$ cat config.mk
export PLATFORM = sky130hd
export DESIGN_NAME = adc_corr_backend
export DESIGN_NICKNAME = d
export VERILOG_FILES = /design/src/rtl/adc_corr_pkg.sv /design/src/rtl/corr_align.sv /design/src/rtl/corr_sum.sv /design/src/rtl/corr_out.sv /design/src/rtl/adc_corr_backend.sv
export SDC_FILE = /design/constraint.sdc
export NUM_CORES = 1
export LEC_CHECK = 0
export BUFFER_PORTS_ARGS = -buffer_cell sky130_fd_sc_hd__buf_2
export CAP_MARGIN = 5
export CELL_PAD_IN_SITES_DETAIL_PLACEMENT = 2
export CELL_PAD_IN_SITES_GLOBAL_PLACEMENT = 2
export CORE_UTILIZATION = 39
export CTS_CLUSTER_SIZE = 12
export DETAILED_ROUTE_END_ITERATION = 10
export GPL_ROUTABILITY_DRIVEN = 0
export PLACE_DENSITY = 0.86
export SLEW_MARGIN = 10
export SYNTH_ARGS = -nofsm -noshare
export SYNTH_HDL_FRONTEND = slang
export SYNTH_SLANG_ARGS = --single-unit
$ cat constraint.sdc
create_clock -name clk -period 2.9 [get_ports clk]
set_clock_uncertainty 0.05 [all_clocks]
set_input_delay 0.435 -clock clk [delete_from_list [all_inputs] [get_ports clk]]
set_output_delay 0.435 -clock clk [all_outputs]
set_load 0.03 [all_outputs]
$ cat src/rtl/adc_corr_pkg.sv
`timescale 1ns/1ps
package adc_corr_pkg;
  // width of one stage decision
  localparam int CODE_W = 2;

  typedef enum logic {
    FMT_OFFSET = 1'b0,
    FMT_TWOS   = 1'b1
  } fmt_e;
endpackage

$ cat src/rtl/corr_align.sv
`timescale 1ns/1ps
module corr_align
  import adc_corr_pkg::*;
#(
  parameter int NSTAGE = 9
) (
  input  logic                     clk,
  input  logic                     rst_n,
  input  logic                     adv,
  input  logic [NSTAGE*CODE_W-1:0] codes_in,
  output logic [NSTAGE*CODE_W-1:0] codes_aligned
);
  localparam int NGRP = (NSTAGE + 1) / 2;

  // stage i arrives i/2 cycles late, so it needs NGRP-1-i/2 cycles of delay
  for (genvar i = 0; i < NSTAGE; i++) begin : g_stg
    localparam int DEPTH = NGRP - 1 - i / 2;
    if (DEPTH == 0) begin : g_pass
      assign codes_aligned[i*CODE_W +: CODE_W] = codes_in[i*CODE_W +: CODE_W];
    end else begin : g_dly
      logic [CODE_W-1:0] sr [DEPTH];
      always_ff @(posedge clk or negedge rst_n) begin
        if (!rst_n) begin
          for (int k = 0; k < DEPTH; k++) sr[k] <= '0;
        end else if (adv) begin
          sr[0] <= codes_in[i*CODE_W +: CODE_W];
          for (int k = 1; k < DEPTH; k++) sr[k] <= sr[k-1];
        end
      end
      assign codes_aligned[i*CODE_W +: CODE_W] = sr[DEPTH-1];
    end
  end
endmodule

$ cat src/rtl/corr_sum.sv
`timescale 1ns/1ps
module corr_sum
  import adc_corr_pkg::*;
#(
  parameter int NSTAGE = 9
) (
  input  logic [NSTAGE*CODE_W-1:0] codes,
  output logic [NSTAGE:0]          sum,
  output logic                     ovf
);
  localparam int OUT_W = NSTAGE + 1;
  localparam int SUM_W = NSTAGE + 2;
  localparam logic [SUM_W-1:0] MAXC = SUM_W'((1 << OUT_W) - 1);

  // overlapping binary weights: stage i counts 2^(NSTAGE-1-i)
  function automatic logic [SUM_W-1:0] weigh(input logic [NSTAGE*CODE_W-1:0] c);
    logic [SUM_W-1:0] acc;
    acc = '0;
    for (int i = 0; i < NSTAGE; i++)
      acc = acc + (SUM_W'(c[i*CODE_W +: CODE_W]) << (NSTAGE - 1 - i));
    return acc;
  endfunction

  logic [SUM_W-1:0] raw;
  assign raw = weigh(codes);
  assign ovf = (raw > MAXC);
  assign sum = ovf ? '1 : raw[OUT_W-1:0];
endmodule

$ cat src/rtl/corr_out.sv
`timescale 1ns/1ps
module corr_out
  import adc_corr_pkg::*;
#(
  parameter int OUT_W = 10,
  parameter int LAT   = 5
) (
  input  logic             clk,
  input  logic             rst_n,
  input  logic             pwr_dn,
  input  logic             tc_sel,
  input  logic [OUT_W-1:0] sum,
  output logic [OUT_W-1:0] dout,
  output logic             dvalid
);
  localparam int CNT_W = $clog2(LAT + 1);

  function automatic logic [OUT_W-1:0] fmt(input logic [OUT_W-1:0] v, input fmt_e f);
    return (f == FMT_TWOS) ? {~v[OUT_W-1], v[OUT_W-2:0]} : v;
  endfunction

  fmt_e             fsel;
  logic             upd;
  logic [CNT_W-1:0] warm;

  assign fsel = fmt_e'(tc_sel);
  assign upd  = !pwr_dn;

  always_ff @(posedge clk or negedge rst_n) begin
    if (!rst_n) begin
      dout   <= '0;
      dvalid <= 1'b0;
      warm   <= '0;
    end else if (!upd) begin
      dvalid <= 1'b0;
      warm   <= '0;
    end else begin
      dout   <= fmt(sum, fsel);
      dvalid <= (warm == CNT_W'(LAT));
      if (warm != CNT_W'(LAT)) warm <= warm + 1'b1;
    end
  end

  // output word frozen through a power-down edge
  p_hold_in_pd_r5: assert property (@(posedge clk) disable iff (!rst_n)
    pwr_dn |=> $stable(dout));
  // valid drops on power-down
  p_valid_low_pd_r6: assert property (@(posedge clk) disable iff (!rst_n)
    pwr_dn |=> !dvalid);
  // valid persists while powered
  p_valid_keep_r6: assert property (@(posedge clk) disable iff (!rst_n)
    (dvalid && !pwr_dn) |=> dvalid);
  // low bits pass, top bit follows format
  p_fmt_low_r4: assert property (@(posedge clk) disable iff (!rst_n)
    upd |=> dout[OUT_W-2:0] == $past(sum[OUT_W-2:0]));
  p_fmt_msb_r4: assert property (@(posedge clk) disable iff (!rst_n)
    upd |=> dout[OUT_W-1] == ($past(sum[OUT_W-1]) ^ $past(tc_sel)));
endmodule

$ cat src/rtl/adc_corr_backend.sv
`timescale 1ns/1ps
module adc_corr_backend
  import adc_corr_pkg::*;
#(
  parameter int NSTAGE = 9
) (
  input  logic                     clk,
  input  logic                     rst_n,
  input  logic [NSTAGE*CODE_W-1:0] stage_code,
  input  logic                     tc_sel,
  input  logic                     out_en,
  input  logic                     pwr_dn,
  output logic [NSTAGE:0]          dout,
  output logic                     dvalid,
  output logic                     drv_en
);
  localparam int OUT_W = NSTAGE + 1;
  localparam int LAT   = (NSTAGE + 1) / 2;

  logic [NSTAGE*CODE_W-1:0] codes_aligned;
  logic [OUT_W-1:0]         sum;
  logic                     sum_ovf;

  corr_align #(.NSTAGE(NSTAGE)) u_align (
    .clk(clk), .rst_n(rst_n), .adv(!pwr_dn),
    .codes_in(stage_code), .codes_aligned(codes_aligned)
  );

  corr_sum #(.NSTAGE(NSTAGE)) u_sum (
    .codes(codes_aligned), .sum(sum), .ovf(sum_ovf)
  );

  corr_out #(.OUT_W(OUT_W), .LAT(LAT)) u_out (
    .clk(clk), .rst_n(rst_n), .pwr_dn(pwr_dn), .tc_sel(tc_sel),
    .sum(sum), .dout(dout), .dvalid(dvalid)
  );

  assign drv_en = out_en;

  // an overflowing sum reaches the output as full scale
  p_no_overflow_r3: assert property (@(posedge clk) disable iff (!rst_n)
    (sum_ovf && !pwr_dn) |=> (dout[OUT_W-2:0] == '1) && (dout[OUT_W-1] == !$past(tc_sel)));
endmodule

==> After elaboration in Yosys (flattened, before gate mapping) <==
Cells that the tools add are included.
{ "classes": {"n_addsub": 9, "order_cmp": 1, "eq_ne": 2, "n_mux": 5, "n_bitwise": 1, "n_reduce_logical": 1} }
{ "ops": {"columns": ["op", "count"], "rows": [
  ["2-to-1 mux 10 bit", 2],
  ["adder 10 x 9 -> 11 bit", 1],
  ["adder 11 x 2 -> 11 bit", 1],
  ["adder 11 x 3 -> 11 bit", 1],
  ["adder 11 x 4 -> 11 bit", 1],
  ["adder 11 x 5 -> 11 bit", 1],
  ["adder 11 x 6 -> 11 bit", 1],
  ["adder 11 x 7 -> 11 bit", 1],
  ["adder 11 x 8 -> 11 bit", 1],
  ["> comparator 11 x 10 -> 1 bit (second input constant)", 1],
  ["2-to-1 mux 3 bit", 2],
  ["adder 3 x 1 -> 3 bit (second input constant)", 1],
  ["== test 3 bit (second input constant)", 1],
  ["inequality test 3 bit (second input constant)", 1],
  ["nonzero test 2 bit", 1],
  ["2-to-1 mux 1 bit", 1],
  ["NOT 1 bit", 1]
]} }
{ "word_totals": {"regBits": 54, "input_bits": 23, "out_inout_bits": 12, "wordCells": 42} }

==> Longest topological paths before layout <==
Gate-level depths: netlist of run 1.
{ "logic_depth": {"ltp_word": 12, "ltp_mapped": 8, "mapped_depth_nobuf": 7} }

==> Hierarchy <==
From an unflattened synthesis of run 1, not the netlist that was laid out.
{ "unflattened": {"hier_cells": 196, "hier_area_um2": 2635.0} }
{ "by_module_without_submodules": {"columns": ["mod", "n_inst", "cells_per_inst", "area_each_um2"], "rows": [
  ["corr_align", 1, 98, 1601.5],
  ["corr_out", 1, 41, 603.1],
  ["corr_sum", 1, 55, 419.2],
  ["adc_corr_backend", 1, 2, 11.3]
]} }

==> Worst setup path before layout of run 1 <==
OpenSTA, ideal clock, no wires.
{ "synth_timing": {"path_kind": "input -> register", "from": "input port stage_code[17]", "to": "register u_out.dout[7]", "setup_ns": 0.126, "t_arrival_ns": 1.943, "required_ns": 2.724, "path_slack_ns": 0.781, "path_stages": 7, "n_path_buf": 0, "path_cell_list": "ha_1 > fa_1 > a211oi_1 > o21bai_1 > a21oi_1 > xnor2_1 > o31a_2"} }
{ "synth_between": {"elab_chain_len": 4} }
{ "synth_lines": {"columns": ["element", "line", "source"], "rows": [
  ["from (decl)", "adc_corr_backend.sv:9", "input logic [NSTAGE*CODE_W-1:0] stage_code,"],
  ["adder 11 x 2 -> 11 bit *", "corr_sum.sv:20", "acc = acc + (SUM_W'(c[i*CODE_W +: CODE_W]) << (NSTAGE - 1 - i));"],
  ["> comparator 11 x 10 -> 1 bit", "corr_sum.sv:26", "assign ovf = (raw > MAXC);"],
  ["2-to-1 mux 10 bit *", "corr_sum.sv:27", "assign sum = ovf ? '1 : raw[OUT_W-1:0];"],
  ["2-to-1 mux 10 bit *", "corr_out.sv:19", "return (f == FMT_TWOS) ? {~v[OUT_W-1], v[OUT_W-2:0]} : v;"],
  ["to (signal assigned)", "corr_out.sv:38", "dout <= fmt(sum, fsel);"],
  ["to (decl)", "corr_out.sv:13", "output logic [OUT_W-1:0] dout,"]
]} }
Mark *: on every way between the ends. The rest lies on a longest branch, timed or not.
A chain may end at the register's enable or synchronous reset.

==> Worst setup path in the final report of run 1 <==
{ "layout_timing": {"from": "register u_align.g_stg[7].g_dly.sr[0] (netlist name)", "to": "register u_out.dout[7]"} }
{ "layout_between": {"elab_chain_len": 5} }
{ "layout_lines": {"columns": ["element", "line", "source"], "rows": [
  ["from (decl)", "corr_align.sv:21", "logic [CODE_W-1:0] sr [DEPTH];"],
  ["adder 11 x 3 -> 11 bit *", "corr_sum.sv:20", null],
  ["adder 11 x 2 -> 11 bit *", "corr_sum.sv:20", null],
  ["> comparator 11 x 10 -> 1 bit", "corr_sum.sv:26", null],
  ["2-to-1 mux 10 bit *", "corr_sum.sv:27", null],
  ["2-to-1 mux 10 bit *", "corr_out.sv:19", null]
]} }
Marked as above.

==> results.md, run 1 <==
* PnR worst setup slack at 0.626 ns
* DP HPWL at 3500 um
* IO Count at 35
* FP Rows at 28
* Most frequent cells in the layout: 54 x dfrtp_1, 40 x mux2_2, 32 x buf_2, 10 x ha_1, 8 x a21oi_1
* CTS resizes at 0
* Global-route wire length before repair at 8450 um
* R2R Setup Slk at 0.63 ns
* Avg Inst Size Synth at 13.3 um^2
* DR pass1 iterations at 4
* Non-filler cells, final at 295
* Pins over their slew limit at 0
* Sw frac at 33.6%
* Design internal power at 1.45 mW
* Gr ovfl total at 0
* DP Area at 2680 um^2
* Seq pwr share at 45.0%
* Number of global-route vias before repair at 1735
* ANT cells at 0
* Highest Clock Rate at 440 MHz
* Total of max-cap violations at 0
* EDFF count, synth at 0
* Remaining antenna violation count at 0
* Register area share after synthesis at 55.0%
* Starting density of the core at 41.0%
* CTS Buf Count at 5
* DRC at 0
* Hold Slack at 0.291 ns
* Top FF cell, synth: dfrtp_1
* Status: finished clean
* Final min period at 2.27 ns
* Post-CTS setup buffer count at 0
* Pin count of the biggest net entering global routing at 46
* Place WS at 0.503 ns
* Least-Margin Pin Slew at 0.569 ns
* Post-placement cell count at 286
* Die Ht at 81.4 um
* Final Hold Viols at 0
* Synthesized flop and latch total at 54
* Antenna violations before repair at 0
* Critical Path Source Type: flop
* Worst-path fanout max at 3
* Clk buf depth at 2
* Clock slew at reported path FFs at 0.10 ns
* Share of cells above drive strength 1 at 40.0%
* CP Capture Type: flop
* Most common cell after layout, fill and taps aside: dfrtp_1
* Clock Sink Count at 54
* Routed wire per std cell at 16.7 um
* Setup violators final at 0
* Initial DRC count at 42
* HP Class: input port to flop
* CTS tree: done
* Psw at 0.736 mW
* Syn_nets at 219
* CTS root buf: clkbuf_8
* Post-synth cell types at 40
* Synth warn at 0
* RSZ-0062 raised after global routing: false
* Worst endpoint required time at 3.05 ns
* Die width at 81.4 um
* Cell Pwr Density at 783 nW/um^2
* Async set-reset flop share out of synthesis at 100%
* Global-route usage over all layers at 17.3%
* Setup tns final at 0 ns
* Post-route cell area at 2790 um^2
* Layout Nets at 253
* DR vias at 1549
* VDD IR max at 0.000301 V
* Final Cycle Share at 78.4%
* Vias per cell at 5.25
* Max-slew headroom at 62.1%
* Power share of the clock group at 23.1%
* Clk Latency, worst-skew pair at 0.32 ns
* WP data arrival at 2.42 ns
* Post-CTS Hold Fix Bufs at 1
* H-tree depth at 2
* Lkg Pwr at 1.25 nW
* Post-Syn Area at 2460 um^2
* Fillers at 613
* Comb power frac at 31.9%
* Die footprint at 6620 um^2
* Setup CP Type: flop to flop
* WL final at 4920 um
* I/O Buffers at 32
* Core area at 5990 um^2
* Area grow syn2layout at 13.6%
* Post-Syn Instances at 185
==> area by class of cell <==
cell class,count,area (um^2),share of cell area [%]
Multi-Input combinational cell,117,1030,36.9
Sequential cell,54,1350,48.4
Tap cell,75,93.8,3.36
Clock inverter,1,30.0,1.08
Inverter,5,18.8,0.672
Clock buffer,7,76.3,2.73
Timing Repair Buffer,36,193,6.90
==> kinds of logic after synthesis <==
group | Yosys count | share of synthesized area, %
flops | 54 | 55.0
mux | 40 | 18.3
compound gates | 33 | 9.88
simple gates | 26 | 5.30
buf+inv | 14 | 3.11
fa+ha+maj | 11 | 5.91
xor+xnor | 7 | 2.49
==> synth_stat cells (2+ instances only) <==
cell type,number,area [um^2]
a21o_1,3,22.5
nor3_1,6,30.0
a211oi_1,2,15.0
inv_1,4,15.0
dfrtp_1,54,1350
a2bb2oi_1,4,35.0
ha_1,10,125
a21oi_1,8,40.0
buf_2,4,20.0
a21o_2,2,17.5
xnor2_1,4,35.0
nand2_1,4,15.0
nor2_1,7,26.3
o21ai_0,3,15.0
buf_6,2,22.5
mux2_2,40,450
xor2_1,3,26.3
a211oi_2,2,25.0
nand3_1,2,10.0
==> flip-flops by register name, indices dropped and copies added, names as in the netlist <==
register / cells
u_out.dout: 10
u_align.g_stg.g_dly.sr: 28
u_out.dvalid: 1
u_align.codes_aligned: 12
u_out.warm: 3
==> power groups by stage <==
stage          logic, mW  clock network [mW]  registers [mW]
3_5_place_dp       0.696                   0            1.00
6_report           0.697               0.505           0.985
4_1_cts            0.708               0.522           0.989
2_1_floorplan      0.419                   0            1.09
3_3_place_gp       0.666                   0           0.992
5_1_grt            0.762               0.541            1.01
==> layer usage <==
layer | up-vias | share of wire, % | global-route usage [%]
met3 | 8 | 3.7 | 4.38
li1 | 729 | - | -
met5 | - | 0 | 0
met1 | 783 | 45 | 21.6
met4 | 0 | 2.2 | 7.86
met2 | 29 | 49 | 28.2
==> critical path, cell delays in order, from the launching register on <==
cell,delay [ns]
dfrtp_1,0.40
ha_1,0.23
fa_1,0.43
a211oi_1,0.33
o21bai_1,0.13
a21oi_1,0.21
xnor2_1,0.09
o31a_2,0.29
==> per-stage QoR <==
| stage | power, mW | util [%] |
|---|---|---|
| after floorplan | 1.51 | - |
| after global placement | 1.66 | 44.7 |
| after detailed placement | 1.70 | 44.7 |
| after CTS | 2.22 | 46.6 |
| after global routing | 2.31 | 46.6 |
| final | 2.19 | 46.6 |
==> path summary, 6_finish.rpt <==
check | to | depth (start not counted) | from
hold reg to reg | u_align.g_stg[0].g_dly.sr[3] | 1 | u_align.g_stg[0].g_dly.sr[5]
min in group asynchronous | u_align.g_stg[3].g_dly.sr[5] | 2 | rst_n
max in group asynchronous | u_align.g_stg[0].g_dly.sr[7] | 3 | rst_n
hold / removal | u_align.g_stg[6].g_dly.sr[1] | 2 | stage_code[13]
setup reg to reg | u_out.dout[7] | 7 | u_align.g_stg[7].g_dly.sr[0]
setup / recovery | u_out.dout[7] | 7 | u_align.g_stg[7].g_dly.sr[0]
No activity file was read; power rests on OpenSTA's default activity.
==> run 2, diff against run 1 <==
==> constraint.sdc (replaced) <==
create_clock -name clk -period 2.1 [get_ports clk]
set_clock_uncertainty 0.05 [all_clocks]
set_input_delay 0.315 -clock clk [delete_from_list [all_inputs] [get_ports clk]]
set_output_delay 0.315 -clock clk [all_outputs]
set_load 0.03 [all_outputs]
==> results.md, run 2 (synthesis results as in run 1) <==
* Fillers at 612 (-0.16%)
* Core area at 5990 um^2 (unchanged)
* Final Hold Viols at 0 (unchanged)
* VDD IR max at 0.000575 V (+91%)
* Lkg Pwr at 1.26 nW (+0.22%)
* Die footprint at 6620 um^2 (unchanged)
* Post-CTS Hold Fix Bufs at 0 (-1)
* Least-Margin Pin Slew at 0.675 ns (+0.106 ns)
* Crit-path slowest cell: dfrtp_1
* Most frequent cells in the layout: 54 x dfrtp_1, 40 x mux2_2, 32 x buf_2, 8 x ha_1, 7 x a21oi_1
* Die width at 81.4 um (unchanged)
* I/O Buffers at 32 (unchanged)
* IO Count at 35 (unchanged)
* CP Capture Type: flop
* Starting density of the core at 41.0% (unchanged)
* DR pass1 iterations at 4 (unchanged)
* Top reg by flops: u_align.g_stg.g_dly.sr
* Fin util at 47.0% (+0.36 points)
* Area grow syn2layout at 14.5%
* Number of global-route vias before repair at 1768 (+1.9%)
* Status: finished clean
* Post-CTS setup buffer count at 0 (unchanged)
* Layout Nets at 255 (+0.79%)
* ANT cells at 0 (unchanged)
* Post-placement cell count at 289 (+1.0%)
* Worst endpoint required time at 2.25 ns (-0.80 ns)
* WL final at 5570 um (+13%)
* Worst path top cell family by delay: compound AO/OA/AOI/OAI gates
* Pins over their slew limit at 0 (unchanged)
* CTS tree: done
* DP HPWL at 3770 um (+7.7%)
* Cell Pwr Density at 1060 nW/um^2 (+36%)
* Final min period at 2.07 ns (-0.207 ns)
* H-tree depth at 2 (unchanged)
* Setup violators final at 0 (unchanged)
* Gr ovfl total at 0 (unchanged)
* Crit path buf inv count at 0 (unchanged)
* Initial DRC count at 77 (+83%)
* RSZ-0062 raised after global routing: true
* Hold Slack at 0.0703 ns (-0.221 ns)
* Pin count of the biggest net entering global routing at 55 (+20%)
* CP max stage delay at 0.44 ns (about the same)
* Highest Clock Rate at 484 MHz (+10%)
* Cell Chain, Critical Path: ha_1, a211oi_2, nor3_1, or2_4, o31a_2
* Most common cell after layout, fill and taps aside: dfrtp_1
* Non-filler cells, final at 297 (+0.68%)
* CTS root buf: clkbuf_8
* WP data arrival at 2.22 ns (-0.20 ns)
* HP Class: input port to async pin
* FP Rows at 28 (unchanged)
* Clk buf depth at 2 (unchanged)
* CTS Buf Count at 5 (unchanged)
* Die Ht at 81.4 um (unchanged)
* Max reg flops at 28 (unchanged)
* DRC at 0 (unchanged)
* Vias per cell at 5.34 (+1.7%)
* Antenna violations before repair at 0 (unchanged)
* Remaining antenna violation count at 0 (unchanged)
* Clk Latency, worst-skew pair at 0.31 ns (about the same)
* Clock slew at reported path FFs at 0.10 ns (about the same)
* Critical Path Source Type: flop
* Global-route usage over all layers at 18.4% (+1.0 points)
* R2R Setup Slk at 0.03 ns (-0.59 ns)
* Final Cycle Share at 98.4% (+20 points)
* Max-slew headroom at 55.0% (-7.1 points)
* Global-route wire length before repair at 8740 um (+3.4%)
* Setup tns final at 0 ns (unchanged)
* DR vias at 1586 (+2.4%)
* Routed wire per std cell at 18.7 um (+12%)
* Setup CP Type: flop to flop
* Total of max-cap violations at 0 (unchanged)
* Share of cells above drive strength 1 at 44.6% (+4.6 points)
* Clock Sink Count at 54 (unchanged)
* Worst-path fanout max at 7 (+4)
==> run 2: layout make-up <==
cell class	instances	area [um^2]	area share (%)
Sequential cell	54	1350	48.0
Multi-Input combinational cell	117	1060	37.6
Clock buffer	6	72.6	2.58
Inverter	5	18.8	0.667
Clock inverter	2	13.8	0.489
Timing Repair Buffer	38	205	7.29
Tap cell	75	93.8	3.33
==> run 2: worst paths after layout <==
kind / from / end / depth (start not counted)
worst min register to register: u_align.g_stg[1].g_dly.sr[6] / u_align.g_stg[1].g_dly.sr[6] / 1
min in group clk: stage_code[11] / u_align.g_stg[5].g_dly.sr[3] / 2
max in group asynchronous: rst_n / u_align.g_stg[6].g_dly.sr[1] / 2
worst max-delay path: u_align.g_stg[6].g_dly.sr[0] / u_out.dout[7] / 5
worst max register to register: u_align.g_stg[6].g_dly.sr[0] / u_out.dout[7] / 5
worst min-delay path: rst_n / u_align.g_stg[2].g_dly.sr[2] / 2
==> run 2: power breakdown <==
group	leakage, nW	switching, mW	total, mW	internal, mW
clock	0.0452	0.343	0.580	0.236
combinational	0.580	0.607	1.05	0.442
sequential	0.631	0.128	1.37	1.24
==> run 2: timing repair <==
action                                  CTS  global route
gates resized for setup                   4             5
endpoints found under the setup margin    3             5
cloned                                    0             0
pin swaps                                 2             2
==> run 2: stage by stage <==
stage          area, um^2  worst slack, ns  power, mW
2_1_floorplan        2460           0.0671       2.08
3_3_place_gp         2700          -0.0430       2.31
3_5_place_dp         2700           -0.126       2.38
4_1_cts              2800          0.00247       3.02
5_1_grt              2810          -0.0513       3.17
6_report             2810           0.0331       3.00
==> run 2: routing by layer <==
layer,vias up,global-route usage [%],share of wire [%]
li1,730,-,-
met1,815,21.2,42
met2,29,32.3,53
met3,12,4.83,3.0
met4,0,6.96,2.2
met5,-,0,0
